[config.mk]
export PLATFORM = sky130hd
export DESIGN_NAME = pin_router
export DESIGN_NICKNAME = d
export VERILOG_FILES = /design/src/rtl/pin_router_pkg.sv /design/src/rtl/pad_cfg_bank.sv /design/src/rtl/pad_out_mux.sv /design/src/rtl/fn_in_prio.sv /design/src/rtl/pin_router.sv
export SDC_FILE = /design/constraint.sdc
export NUM_CORES = 1
export LEC_CHECK = 0
export ABC_AREA = 1
export BUFFER_PORTS_ARGS = -buffer_cell sky130_fd_sc_hd__buf_4
export CAP_MARGIN = 20
export CORE_MARGIN = 2
export CORE_UTILIZATION = 44
export DETAILED_ROUTE_END_ITERATION = 16
export HOLD_SLACK_MARGIN = 0.06
export PLACE_DENSITY_LB_ADDON = 0.1
export RECOVER_POWER = 25
export SYNTH_ARGS = -nofsm -noshare
export SYNTH_HDL_FRONTEND = slang
export SYNTH_SLANG_ARGS = --single-unit
[constraint.sdc]
create_clock -name clk -period 1 [get_ports clk]
set_input_delay 0.1 -clock clk [delete_from_list [all_inputs] [get_ports clk]]
set_output_delay 0.1 -clock clk [all_outputs]
set_load 0.02 [all_outputs]
[src/rtl/pin_router_pkg.sv]
package pin_router_pkg;

    localparam int SEL_W = 2;
    localparam int SLOTS = 1 << SEL_W;

    typedef enum logic [1:0] {
        FK_OUT = 2'd0,
        FK_IN  = 2'd1,
        FK_BUS = 2'd2
    } fn_kind_e;

    typedef struct packed {
        logic             pull_dn;
        logic             pull_up;
        logic             open_drn;
        logic [1:0]       hyst;
        logic [1:0]       drive;
        logic [SEL_W-1:0] sel;
    } pad_cfg_t;

    function automatic int route_fn(input int pad, input int slot, input int nfn);
        return (pad + slot) % nfn;
    endfunction

endpackage

[src/rtl/pad_cfg_bank.sv]
module pad_cfg_bank
    import pin_router_pkg::*;
#(
    parameter int NUM_PADS = 4,
    parameter int ADDR_W   = 2
) (
    input  logic              clk,
    input  logic              rst_n,
    input  logic              we,
    input  logic [ADDR_W-1:0] addr,
    input  pad_cfg_t          wdata,
    output pad_cfg_t          rdata,
    output pad_cfg_t          cfg_q [NUM_PADS]
);

    always_ff @(posedge clk or negedge rst_n) begin
        if (!rst_n) begin
            for (int p = 0; p < NUM_PADS; p++) begin
                cfg_q[p] <= '0;
            end
        end else if (we) begin
            for (int p = 0; p < NUM_PADS; p++) begin
                if (addr == ADDR_W'(p)) begin
                    cfg_q[p] <= wdata;
                end
            end
        end
    end

    always_comb begin
        rdata = '0;
        for (int p = 0; p < NUM_PADS; p++) begin
            if (addr == ADDR_W'(p)) begin
                rdata = cfg_q[p];
            end
        end
    end

endmodule

[src/rtl/pad_out_mux.sv]
module pad_out_mux
    import pin_router_pkg::*;
#(
    parameter int             NUM_FN   = 4,
    parameter int             PAD_IDX  = 0,
    parameter logic [2*NUM_FN-1:0] FN_KINDS = '0
) (
    input  logic [SEL_W-1:0]  sel,
    input  logic              gpio_out,
    input  logic              gpio_oe,
    input  logic [NUM_FN-1:0] fn_out,
    input  logic [NUM_FN-1:0] fn_oe,
    output logic              out,
    output logic              oe
);

    logic [SLOTS-1:0] cand_out;
    logic [SLOTS-1:0] cand_oe;
    logic             unused_fn;

    assign cand_out[0] = gpio_out;
    assign cand_oe[0]  = gpio_oe;
    assign unused_fn   = ^{fn_out, fn_oe};

    for (genvar s = 1; s < SLOTS; s++) begin : g_slot
        localparam int       F = route_fn(PAD_IDX, s, NUM_FN);
        localparam fn_kind_e K = fn_kind_e'(FN_KINDS[2*F +: 2]);
        if (K == FK_OUT) begin : g_out
            assign cand_out[s] = fn_out[F];
            assign cand_oe[s]  = 1'b1;
        end else if (K == FK_BUS) begin : g_bus
            assign cand_out[s] = fn_out[F];
            assign cand_oe[s]  = fn_oe[F];
        end else begin : g_in
            assign cand_out[s] = 1'b0;
            assign cand_oe[s]  = 1'b0;
        end
    end

    assign out = cand_out[sel];
    assign oe  = cand_oe[sel];

endmodule

[src/rtl/fn_in_prio.sv]
module fn_in_prio
    import pin_router_pkg::*;
#(
    parameter int             NUM_PADS = 4,
    parameter int             NUM_FN   = 4,
    parameter int             FN_IDX   = 0,
    parameter logic [2*NUM_FN-1:0] FN_KINDS = '0
) (
    input  logic [SEL_W-1:0]    sel [NUM_PADS],
    input  logic [NUM_PADS-1:0] pad_in,
    output logic                fn_in
);

    localparam fn_kind_e KIND = fn_kind_e'(FN_KINDS[2*FN_IDX +: 2]);

    logic [NUM_PADS-1:0][SLOTS-1:0] slot_hit;
    logic [NUM_PADS-1:0]            hit;

    for (genvar p = 0; p < NUM_PADS; p++) begin : g_pad
        assign slot_hit[p][0] = 1'b0;
        for (genvar s = 1; s < SLOTS; s++) begin : g_slot
            localparam bit MAPS = (route_fn(p, s, NUM_FN) == FN_IDX);
            assign slot_hit[p][s] = MAPS && (sel[p] == SEL_W'(s));
        end
        assign hit[p] = |slot_hit[p];
    end

    if (KIND == FK_OUT) begin : g_no_input
        logic unused_in;
        assign unused_in = ^{hit, pad_in};
        assign fn_in = 1'b0;
    end else begin : g_prio
        always_comb begin
            fn_in = 1'b0;
            for (int p = NUM_PADS - 1; p >= 0; p--) begin
                if (hit[p]) begin
                    fn_in = pad_in[p];
                end
            end
        end
    end

endmodule

[src/rtl/pin_router.sv]
module pin_router
    import pin_router_pkg::*;
#(
    parameter int                  NUM_PADS = 4,
    parameter int                  NUM_FN   = 4,
    parameter logic [2*NUM_FN-1:0] FN_KINDS = 8'b01_10_01_00,
    localparam int                 ADDR_W   = (NUM_PADS > 1) ? $clog2(NUM_PADS) : 1,
    localparam int                 CFG_W    = $bits(pad_cfg_t)
) (
    input  logic                  clk,
    input  logic                  rst_n,
    input  logic                  cfg_we,
    input  logic [ADDR_W-1:0]     cfg_addr,
    input  logic [CFG_W-1:0]      cfg_wdata,
    output logic [CFG_W-1:0]      cfg_rdata,
    input  logic [NUM_PADS-1:0]   gpio_out,
    input  logic [NUM_PADS-1:0]   gpio_oe,
    output logic [NUM_PADS-1:0]   gpio_in,
    input  logic [NUM_FN-1:0]     fn_out,
    input  logic [NUM_FN-1:0]     fn_oe,
    output logic [NUM_FN-1:0]     fn_in,
    input  logic [NUM_PADS-1:0]   pad_in,
    output logic [NUM_PADS-1:0]   pad_out,
    output logic [NUM_PADS-1:0]   pad_oe,
    output logic [2*NUM_PADS-1:0] pad_drive,
    output logic [2*NUM_PADS-1:0] pad_hyst,
    output logic [NUM_PADS-1:0]   pad_od,
    output logic [NUM_PADS-1:0]   pad_pu,
    output logic [NUM_PADS-1:0]   pad_pd
);

    pad_cfg_t                  cfg_q [NUM_PADS];
    pad_cfg_t                  rd_word;
    logic [SEL_W-1:0]          sel_arr [NUM_PADS];
    logic [SEL_W*NUM_PADS-1:0] sel_flat;

    pad_cfg_bank #(
        .NUM_PADS (NUM_PADS),
        .ADDR_W   (ADDR_W)
    ) u_bank (
        .clk   (clk),
        .rst_n (rst_n),
        .we    (cfg_we),
        .addr  (cfg_addr),
        .wdata (pad_cfg_t'(cfg_wdata)),
        .rdata (rd_word),
        .cfg_q (cfg_q)
    );

    assign cfg_rdata = rd_word;

    for (genvar p = 0; p < NUM_PADS; p++) begin : g_pad
        assign sel_arr[p]               = cfg_q[p].sel;
        assign sel_flat[SEL_W*p +: SEL_W] = cfg_q[p].sel;
        assign gpio_in[p]               = pad_in[p] & (cfg_q[p].sel == '0);
        assign pad_drive[2*p +: 2]      = cfg_q[p].drive;
        assign pad_hyst[2*p +: 2]       = cfg_q[p].hyst;
        assign pad_od[p]                = cfg_q[p].open_drn;
        assign pad_pu[p]                = cfg_q[p].pull_up;
        assign pad_pd[p]                = cfg_q[p].pull_dn;

        pad_out_mux #(
            .NUM_FN   (NUM_FN),
            .PAD_IDX  (p),
            .FN_KINDS (FN_KINDS)
        ) u_omux (
            .sel      (cfg_q[p].sel),
            .gpio_out (gpio_out[p]),
            .gpio_oe  (gpio_oe[p]),
            .fn_out   (fn_out),
            .fn_oe    (fn_oe),
            .out      (pad_out[p]),
            .oe       (pad_oe[p])
        );
    end

    for (genvar f = 0; f < NUM_FN; f++) begin : g_fn
        fn_in_prio #(
            .NUM_PADS (NUM_PADS),
            .NUM_FN   (NUM_FN),
            .FN_IDX   (f),
            .FN_KINDS (FN_KINDS)
        ) u_imux (
            .sel    (sel_arr),
            .pad_in (pad_in),
            .fn_in  (fn_in[f])
        );
    end

endmodule

Yosys cells after proc, flatten, opt, wreduce, memory -nomap -nowiden
Index checks and enable logic that the tools add are counted.
Word-level totals
  bits in registers: 36
  bits of input ports: 34
  word-level logic and storage cells: 82
Operators by class
  equal/unequal tests: 12
  magnitude comparators: 4
  reduce and logical (&&, ||, !) cells: 9
  muxes and demuxes: 29
  bitwise operators: 4
Operators by type and width (count)
  $mux W9: 4
  $mux W1: 17
  $bmux W1 S2: 8
  $eq A2 B2 Y1 const B: 8
  $lt A2 B3 Y1 const B: 4
  $logic_not A2 Y1: 5
  $eq A2 B1 Y1 const B: 4
  $reduce_and A2 Y1: 4
  $and A1 B1 Y1: 4

Depth between registers and ports, before layout
Gate-level depths: netlist of the first run.
  word-level depth: 5
  gate-level depth with buffers: 7

Hierarchy
A second synthesis of the first run with hierarchy kept.
Unflattened totals
  cell total of the unflattened synthesis: 261
  area, all modules: 2028.2 um2
By module, submodules not included
  pad_cfg_bank: instances 1, area an instance 1661.6 um2, seq. area each 900.9 um2, cells each 177
  pin_router: instances 1, area an instance 55.1 um2, seq. area each 0.0 um2, cells each 12
  pad_out_mux (g_pad[1].u_omux): instances 1, area an instance 50.0 um2, seq. area each 0.0 um2, cells each 12
  pad_out_mux (g_pad[3].u_omux): instances 1, area an instance 48.8 um2, seq. area each 0.0 um2, cells each 12
  fn_in_prio (g_fn[2].u_imux): instances 1, area an instance 46.3 um2, seq. area each 0.0 um2, cells each 11
  fn_in_prio (g_fn[3].u_imux): instances 1, area an instance 45.0 um2, seq. area each 0.0 um2, cells each 10
  fn_in_prio (g_fn[1].u_imux): instances 1, area an instance 41.3 um2, seq. area each 0.0 um2, cells each 10
  pad_out_mux (g_pad[0].u_omux): instances 1, area an instance 35.0 um2, seq. area each 0.0 um2, cells each 8
  pad_out_mux (g_pad[2].u_omux): instances 1, area an instance 33.8 um2, seq. area each 0.0 um2, cells each 7
  fn_in_prio (g_fn[0].u_imux): instances 1, area an instance 11.3 um2, seq. area each 0.0 um2, cells each 2

Worst setup path after synthesis of the first run
Ideal clock, no wire load.
  path type: register to output
  start point: register u_bank.cfg_q[28] (netlist name)
  end point: output gpio_in[0]
  arrival: 1070 ps
  path slack: -170 ps
  cell stages (with the launch flop): 3
  required time: 900 ps
  cell sequence: dfrtp_1 > clkbuf_1 > nor3b_1
Between the ends
  longest elaborated chain between the ends: 2
Ends and longest elaborated chain
  $logic_not A2 Y1: RTL line pin_router.sv:55  | assign gpio_in[p] = pad_in[p] & (cfg_q[p].sel == '0);
  $and A1 B1 Y1: RTL line pin_router.sv:55
  end: declaration: RTL line pin_router.sv:18  | output logic [NUM_PADS-1:0] gpio_in,
No other way between the ends.

Worst setup path after layout of the first run
  start point: register u_bank.cfg_q[19] (netlist name)
  end point: output fn_in[2]
Between the ends
  longest elaborated chain between the ends: 3
Ends and longest elaborated chain
  $eq A2 B1 Y1: RTL line fn_in_prio.sv:23  | assign slot_hit[p][s] = MAPS && (sel[p] == SEL_W'(s));
  $mux W1 (2 in series): RTL line fn_in_prio.sv:36  | if (hit[p]) begin
  end: declaration: RTL line pin_router.sv:21  | output logic [NUM_FN-1:0] fn_in,
No other way between the ends.

==> results.tsv, run 1 <==
metric	value	unit
status	complete, but fails checks	
violations	setup timing	
finalSetupViolations	52	
cts-htree-levels	2	
clockBufferDepth	2	
layout_setup_ws	-352.1	ps
antenna_found_initial	0	
min_period	1352	ps
largest_register	u_bank.cfg_q	
route.vias.total	2155	
grt_pass1_wl	9811	um
core	5075	sq um
fillers	400	
ys_ff_latch	36	
instances_no_fill	449	
largest_reg_flops	36	
r2r_slack	100	ps
leakage	1.791	nW
grt_pass1_vias	2039	
powerDensity	1654	nW/um^2
placed_cells	404	
final_common_cell	buf_6	
wl_per_cell	13.98	um
hold_violations	0	
critical_path.startpoint_type	flop	
place.gp.congestion	0.7784	
chipHeight	76.14	um
syn_avg_cell_area	8.006	sq um
fin_tns_setup	-6779	ps
nets	412	
reg_top3	u_bank.cfg_q x36	
clock-root-buffer	clkbuf_8	
drtIter0Drc	158	
synth_top_area_share	39.34	%
grt_max_degree	37	
cts_buffers	5	
final_cell_mix	buf_6 (79), nand2_1 (72), buf_4 (53)	
clock_latency	290	ps
hp-class	input pin to flop	
ioPinCount	87	
dp_hpwl	3890	um
routed_wl	6276	um
antenna_cells	0	
multi_input_comb_area	1069	sq um
ys_seq_area_share	39.34	%
rsz0062_at_grt	true	
drc	0	
critical_path_required	900	ps
worstSetupPathType	flop to output pin	
clk_pin_slew	70	ps
power	0.005963	W
finalMaxSlewViolations	0	
rows	26	
ant_nets	0	
grt-ovfl-total	0	
max_slew.worst_pin.slew	511.6	ps
yosys_warnings	0	
seqCellArea	909.6	sq um
drive_above_1_share	58.05	%
grt_usage	21.08	%
critPathMaxFanout	8	
port_buffers	80	
drt-pass1-iter-count	4	
cts_tree	yes	
areaGrowthSynthToFinish	57.49	%
clock_skew	0	ps
syn_area	2290	sq um
synth_cells	286	
drv_cap	0	
cts.sinks	36	
vdd_drop_max	1189	uV
yosysUniqueCellTypes	23	
critPathCaptureType	output pin	
initial_core_util	45.12	%
synth_top_area_cell	dfrtp_1	
fin_crit_sh	135.2	%
utilization	71.06	%
syn_nets	320	
synth_area_leaders	dfrtp_1 (39%), buf_4 (13%), nand2_1 (13%)	
viasPerCell	4.800	
die_area	5797	sq um
die-width	76.14	um
fmax	0.7396	GHz
relSlewSlack	65.89	%
cp.arrival	1250	ps
[routing by layer]
layer  track usage [%]  wire [um]
met5                 0          0
met4             6.182         68
met3             6.398        372
met2             32.50       3055
met1             28.73       2780
[synthesized netlist by cell type]
cell and number:
nor2_4 2, inv_1 19, a21oi_1 5, nand2_1 79, o21ai_2 25, o21ai_0 10, inv_2 1, nand2_2 1
nor3b_1 1, nor3_1 5, o21ai_1 2, nand3_1 26, clkinv_2 1, nand3_4 1, conb_1 1, clkbuf_1 5
nand2_4 3, dfrtp_1 36, buf_2 3, buf_4 40, nor2_1 7, nand4_1 9, buf_6 4
[power by group]
part | switching, W | internal, W
clock network | 0.000516 | 0.000549
logic | 0.00139 | 0.00155
registers | 0.000257 | 0.00170
[final timing paths]
path / startpoint / cells after the start / end
max: u_bank.cfg_q[19] / 5 / fn_in[2]
min: cfg_wdata[7] / 3 / u_bank.cfg_q[25]
max reg2reg: u_bank.cfg_q[32] / 4 / u_bank.cfg_q[32]
min reg2reg: u_bank.cfg_q[4] / 3 / u_bank.cfg_q[4]
max in group asynchronous: rst_n / 2 / u_bank.cfg_q[28]
min in group asynchronous: rst_n / 2 / u_bank.cfg_q[2]
[area by class of cell]
class,count,share of cell area [%]
repair buffers,137,37.86
well taps,70,2.429
clock buffers,6,2.290
multi-input cells,177,29.63
flip-flops and latches,36,25.23
inverters,21,2.290
clock inverters,2,0.2776
[stage by stage]
step / hold slack (ps) / setup WS [ps] / instance area, sq um
CTS: 124.5 / -333.9 / 3374
detailed placement: 85.30 / -72.37 / 2804
global route: 141.9 / -406.0 / 3606
floorplan: -195.6 / -23.66 / 2328
finish: 127.8 / -352.1 / 3606
global placement: 86.34 / -55.80 / 2804
[critical path, stage by stage, from the launching register on]
cell and delay, ps:
dfrtp_2 480, nor2_4 160, nand2_1 70, nand3_1 70, nand2_1 60, buf_6 130
[what timing repair did]
| action | 4_1_cts | 5_1_grt |
|---|---|---|
| pin swaps | 32 | 22 |
| setup endpoints to repair | 24 | 52 |
| setup buffers | 28 | 9 |
| gates resized for setup | 76 | 46 |
| endpoints found under the hold margin | 36 | 0 |
| hold buffers | 1 | 0 |
[cell families after synthesis]
family          share of synthesized area (%)
compound gates                          13.28
buf+inv                                 20.05
flops                                   39.34
other cells                            0.1638
simple gates                            27.16
(Power assumes the default switching activity.)
==> run 2, diff against run 1 <==
--- a/config.mk
+++ b/config.mk
@@ -9,11 +9,12 @@
 export BUFFER_PORTS_ARGS = -buffer_cell sky130_fd_sc_hd__buf_4
 export CAP_MARGIN = 20
 export CORE_MARGIN = 2
-export CORE_UTILIZATION = 44
+export CORE_UTILIZATION = 51
 export DETAILED_ROUTE_END_ITERATION = 16
 export HOLD_SLACK_MARGIN = 0.06
 export PLACE_DENSITY_LB_ADDON = 0.1
 export RECOVER_POWER = 25
 export SYNTH_ARGS = -nofsm -noshare
 export SYNTH_HDL_FRONTEND = slang
+export SYNTH_HIERARCHICAL = 1
 export SYNTH_SLANG_ARGS = --single-unit
==> constraint.sdc (replaced) <==
create_clock -name clk -period 1.6 [get_ports clk]
set_input_delay 0.16 -clock clk [delete_from_list [all_inputs] [get_ports clk]]
set_output_delay 0.16 -clock clk [all_outputs]
set_load 0.02 [all_outputs]
==> results.tsv, run 2 <==
metric	value	unit
status	finished clean	
viasPerCell	5.208	
cts_resized	0	
reg_top3	u_bank/cfg_q x36	
synth_edf_count	0	
grt-ovfl-total	0	
critPathMaxFanout	10	
cp_num_cells	6	
clock_latency	270	ps
synthAdderAreaFrac	0	%
ys_ff_latch	36	
cp_num_buf_inv	2	
fin_crit_sh	89.69	%
clock_skew	0	ps
largest_register	u_bank/cfg_q	
syn_avg_cell_area	7.771	sq um
synth-xor-area-share	0	%
cts_tree	yes	
path_cells	inv_2 > nand2_1 > nand2_1 > nand3_1 > nand2_1 > buf_4	
max_slew.worst_pin.slew	861.6	ps
hold_violations	0	
areaGrowthSynthToFinish	32.08	%
critical_path.startpoint_type	flop	
syn_nets	295	
drt-pass1-iter-count	4	
utilization	71.56	%
crit_path_max_incr_delay	550	ps
synth_compound_area_share	11.29	%
clk_pin_slew	70	ps
clockBufferDepth	2	
dp_hpwl	3526	um
worstSetupPathType	flop to output pin	
routed_wl	4939	um
grt_pass1_vias	1843	
core	3744	sq um
r2r_slack	760	ps
rsz0062_at_grt	false	
route.vias.total	2026	
cp_slowest_cell	dfrtp_1	
final_cell_mix	buf_4 (78), nand2_1 (73), nand3_1 (45)	
nets	374	
place.gp.congestion	0.7725	
muxShareOfSynthArea	0	%
drv_cap	0	
synth-main-ff-cell	dfrtp_1	
fmax	0.6969	GHz
grt_max_degree	37	
chipHeight	67.06	um
antenna_found_initial	0	
port_buffers	80	
initial_core_util	54.18	%
finalSetupViolations	0	
rr_worst_depth	2	
synth_area_leaders	dfrtp_1 (44%), nand2_1 (14%), nand3_1 (11%)	
synth_cells	261	
antenna_cells	0	
ys_seq_area_share	44.42	%
ant_nets	0	
synth_simple_gate_area_share	33.68	%
ioPinCount	87	
rows	22	
largest_reg_flops	36	
grt_usage	24.17	%
layout_setup_ws	165.0	ps
synth_top_family_by_area	simple AND/OR/NAND/NOR gates	
cp.arrival	1280	ps
critical_path_required	1440	ps
power	0.002973	W
clock-root-buffer	clkbuf_8	
hold_path_depth	3	
die_area	4497	sq um
relSlewSlack	42.56	%
leakage	1.419	nW
syn_area	2028	sq um
fillers	339	
grt_pass1_wl	8176	um
yosysUniqueCellTypes	20	
hp-class	input pin to flop	
finalMaxSlewViolations	0	
ys_top_cells_by_count	nand2_1 (73), nand3_1 (44), dfrtp_1 (36)	
drive_above_1_share	32.55	%
final_common_cell	buf_4	
cts-htree-levels	2	
powerDensity	1110	nW/um^2
vdd_drop_max	709.2	uV
place_ws	318.7	ps
min_period	1435	ps
yosys_warnings	6	
synth_top_area_cell	dfrtp_1	
async_reset_ff_share	100.0	%
drtIter0Drc	66	
path_delay_family	flip-flops	
drc	0	
cts_buffers	5	
critPathMostFrequentCell	nand2_1	
wl_per_cell	12.70	um
die-width	67.06	um
cts.sinks	36	
placed_cells	380	
instances_no_fill	389	
synth_top_area_share	44.42	%
critPathCaptureType	output pin	
fin_tns_setup	0	ps
yosysMostFrequentCell	nand2_1	
==> run 2: timing repair <==
action	4_1_cts	5_1_grt
hold buffers	1	0
setup buffers	0	0
endpoints found under the hold margin	36	0
setup endpoints to repair	0	0
==> run 2: per-layer routing <==
| metal | global-route usage [%] | share of wire [%] | vias to the layer above | wire length (um) |
|---|---|---|---|---|
| li1 | - | - | 1014 | - |
| met1 | 29.89 | 42 | 933 | 2088 |
| met2 | 41.21 | 49 | 70 | 2433 |
| met3 | 5.068 | 7.1 | 9 | 351 |
| met4 | 8.929 | 1.3 | 0 | 65 |
| met5 | 0 | 0 | - | 0 |
==> run 2: power by group <==
| group | internal [W] | switching [W] | total (W) |
|---|---|---|---|
| Sequential | 0.00105 | 0.000178 | 0.00123 |
| Clock | 0.000311 | 0.000307 | 0.000617 |
| Combinational | 0.000479 | 0.000643 | 0.00112 |
| Total | 0.00184 | 0.00113 | 0.00297 |
==> run 2: final cells by class <==
| class | instances | area [sq um] | share of cell area (%) |
|---|---|---|---|
| multi-input combinational | 183 | 903.4 | 33.72 |
| sequential | 36 | 900.9 | 33.63 |
| timing repair buffer | 81 | 605.6 | 22.61 |
| inverter | 33 | 123.9 | 4.624 |
| clock buffer | 7 | 76.32 | 2.849 |
| tap | 48 | 60.06 | 2.242 |
| clock inverter | 1 | 8.758 | 0.3269 |
==> run 2: cells by family (layout without fill, tap and decap cells) <==
kind of cell / Yosys count / in the layout
simple gates: 143 / 143
buf+inv: 42 / 122
compound gates: 39 / 39
flops: 36 / 36
other cells: 1 / 1
==> run 2: through the flow <==
stage                     hold slack [ps]  cell area (sq um)
after global routing                166.2               2679
after detailed placement            136.7               2601
after floorplan                    -135.6               2028
after CTS                           166.8               2696
after global placement              135.6               2601
final                               164.6               2679
==> run 2: tightest hold or removal path: cells and delay by family <==
| family | cells | cell delay (ps) |
|---|---|---|
| compound gates | 1 | 120 |
| buf+inv | 2 | 130 |
==> run 2: path summary, 6_finish.rpt <==
check / from / end
min in group asynchronous: rst_n / u_bank/cfg_q[4]
max in group asynchronous: rst_n / u_bank/cfg_q[28]
setup reg to reg: u_bank/cfg_q[28] / u_bank/cfg_q[28]
hold reg to reg: u_bank/cfg_q[25] / u_bank/cfg_q[25]
setup / recovery: u_bank/cfg_q[18] / fn_in[3]
hold / removal: cfg_wdata[6] / u_bank/cfg_q[24]
==> run 3, diff against run 2 <==
--- a/config.mk
+++ b/config.mk
@@ -16,5 +16,4 @@
 export RECOVER_POWER = 25
 export SYNTH_ARGS = -nofsm -noshare
 export SYNTH_HDL_FRONTEND = slang
-export SYNTH_HIERARCHICAL = 1
 export SYNTH_SLANG_ARGS = --single-unit
==> results.tsv, run 3 (synthesis gave the netlist of run 1 again) <==
metric	value	unit
die_area	5042	sq um
max_slew.worst_pin.slew	866.9	ps
routed_wl	4903	um
fin_tns_setup	0	ps
critPathMostFrequentCell	nand2_1	
clock-root-buffer	clkbuf_8	
chipHeight	71.01	um
r2r_start	u_bank.cfg_q[28]	
min_period	1477	ps
grt-ovfl-total	0	
antenna_found_initial	0	
nets	356	
cts.sinks	36	
cts_tree	yes	
clockBufferDepth	2	
grt_pass1_wl	7617	um
status	finished clean	
reg2reg_to	u_bank.cfg_q[28]	
grt_max_degree	37	
rr_worst_depth	2	
areaGrowthSynthToFinish	15.90	%
ant_nets	0	
drc	0	
antenna_cells	0	
min-delay-start	cfg_wdata[7]	
whs	183.6	ps
hold_path_depth	3	
drtIter0Drc	87	
crit_path_max_incr_delay	420	ps
place.gp.congestion	0.8652	
cp_num_buf_inv	2	
cts_buffers	5	
die-width	71.01	um
grt_usage	19.64	%
port_buffers	80	
largest_reg_flops	36	
instances_no_fill	372	
route.vias.total	1883	
rows	24	
cp_slowest_cell	dfrtp_2	
critical_path.startpoint_type	flop	
viasPerCell	5.062	
largest_register	u_bank.cfg_q	
vdd_drop_max	716.4	uV
r2r_slack	840	ps
cts-htree-levels	2	
worstSetupPathType	flop to output pin	
grt_pass1_vias	1607	
drive_above_1_share	37.50	%
hold_end	u_bank.cfg_q[16]	
critPathMaxFanout	7	
final_cell_mix	nand2_1 (79), buf_4 (79), dfrtp_1 (35)	
fin_crit_sh	92.33	%
ioPinCount	87	
dp_hpwl	3492	um
hold_violations	0	
drt-pass1-iter-count	4	
reg_top3	u_bank.cfg_q x36	
clock_skew	0	ps
critPathLaunch	u_bank.cfg_q[18]	
fmax	0.6769	GHz
drv_cap	0	
finalMaxSlewViolations	0	
core	4354	sq um
initial_core_util	52.59	%
leakage	1.380	nW
rsz0062_at_grt	false	
fillers	424	
critical_path_required	1440	ps
cp.arrival	1320	ps
powerDensity	1100	nW/um^2
clk_pin_slew	60	ps
wl_per_cell	13.18	um
clock_latency	280	ps
relSlewSlack	42.21	%
utilization	60.95	%
placed_cells	366	
critPathCaptureType	output pin	
path_delay_family	flip-flops	
path_cells	inv_1 > nor2_1 > nand2_1 > nand3_1 > nand2_1 > buf_4	
hp-class	input pin to flop	
finalSetupViolations	0	
## run 3: changes by cell type in the layout (fill, tap and decap cells not counted), sizes merged
cell,previous run,this run
nor2,10,9
clkbuf,9,6
nand3,48,27
nor3b,0,1
nand2,75,83
a21oi,0,5
nor3,0,5
buf,78,79
inv,33,20
nand3b,1,0
o21ai,39,37
## run 3: layout make-up
type / count / area, sq um / area share (%)
multi-input combinational: 177 / 929.6 / 35.03
sequential: 36 / 902.1 / 33.99
timing repair buffer: 81 / 608.1 / 22.91
tap: 52 / 65.06 / 2.452
inverter: 21 / 80.08 / 3.017
clock buffer: 5 / 68.82 / 2.593
## run 3: per-stage QoR
| step | area, sq um | total power [W] | setup slack, ps |
|---|---|---|---|
| global placement | 2576 | 0.002361 | 345.7 |
| global route | 2654 | 0.003087 | 43.27 |
| detailed placement | 2576 | 0.002375 | 335.5 |
| CTS | 2655 | 0.002938 | 59.47 |
| finish | 2654 | 0.002919 | 122.7 |
| floorplan | 2290 | 0.002123 | 370.2 |
## run 3: routing by layer
layer  share of wire, %  track usage, %  routed length (um)
met1                 45           26.72                2201
met2                 45           30.11                2217
met3                8.4           5.698                 413
met4                1.4           6.918                  71
met5                  0               0                   0
## run 3: report_power, final
group | leakage (nW) | total, W | internal (W) | switching (W)
clock | 0.0359 | 0.000567 | 0.000280 | 0.000287
sequential | 0.448 | 0.00122 | 0.00106 | 0.000162
combinational | 0.896 | 0.00113 | 0.000485 | 0.000648
## run 3: repair_timing
| item | in CTS | in global routing |
|---|---|---|
| setup endpoints to repair | 0 | 1 |
| hold buffers | 1 | 0 |
| endpoints found under the hold margin | 36 | 0 |
| buffers inserted | 0 | 0 |
| resized for setup | 0 | 1 |
## run 3: worst register-to-register path, stage by stage (launching register included)
cell,delay [ps]
dfrtp_1,470
nand2_1,100
o21ai_0,70
## run 3: worst max-delay path by stage
stage	slack [ps]	end	cells past startpoint
final	120	fn_in[2]	6
after global routing	40	fn_in[2]	6
after CTS	60	fn_in[2]	6
after detailed placement	340	u_bank.cfg_q[13]	6
after global placement	350	u_bank.cfg_q[10]	6
after floorplan	370	gpio_in[0]	2
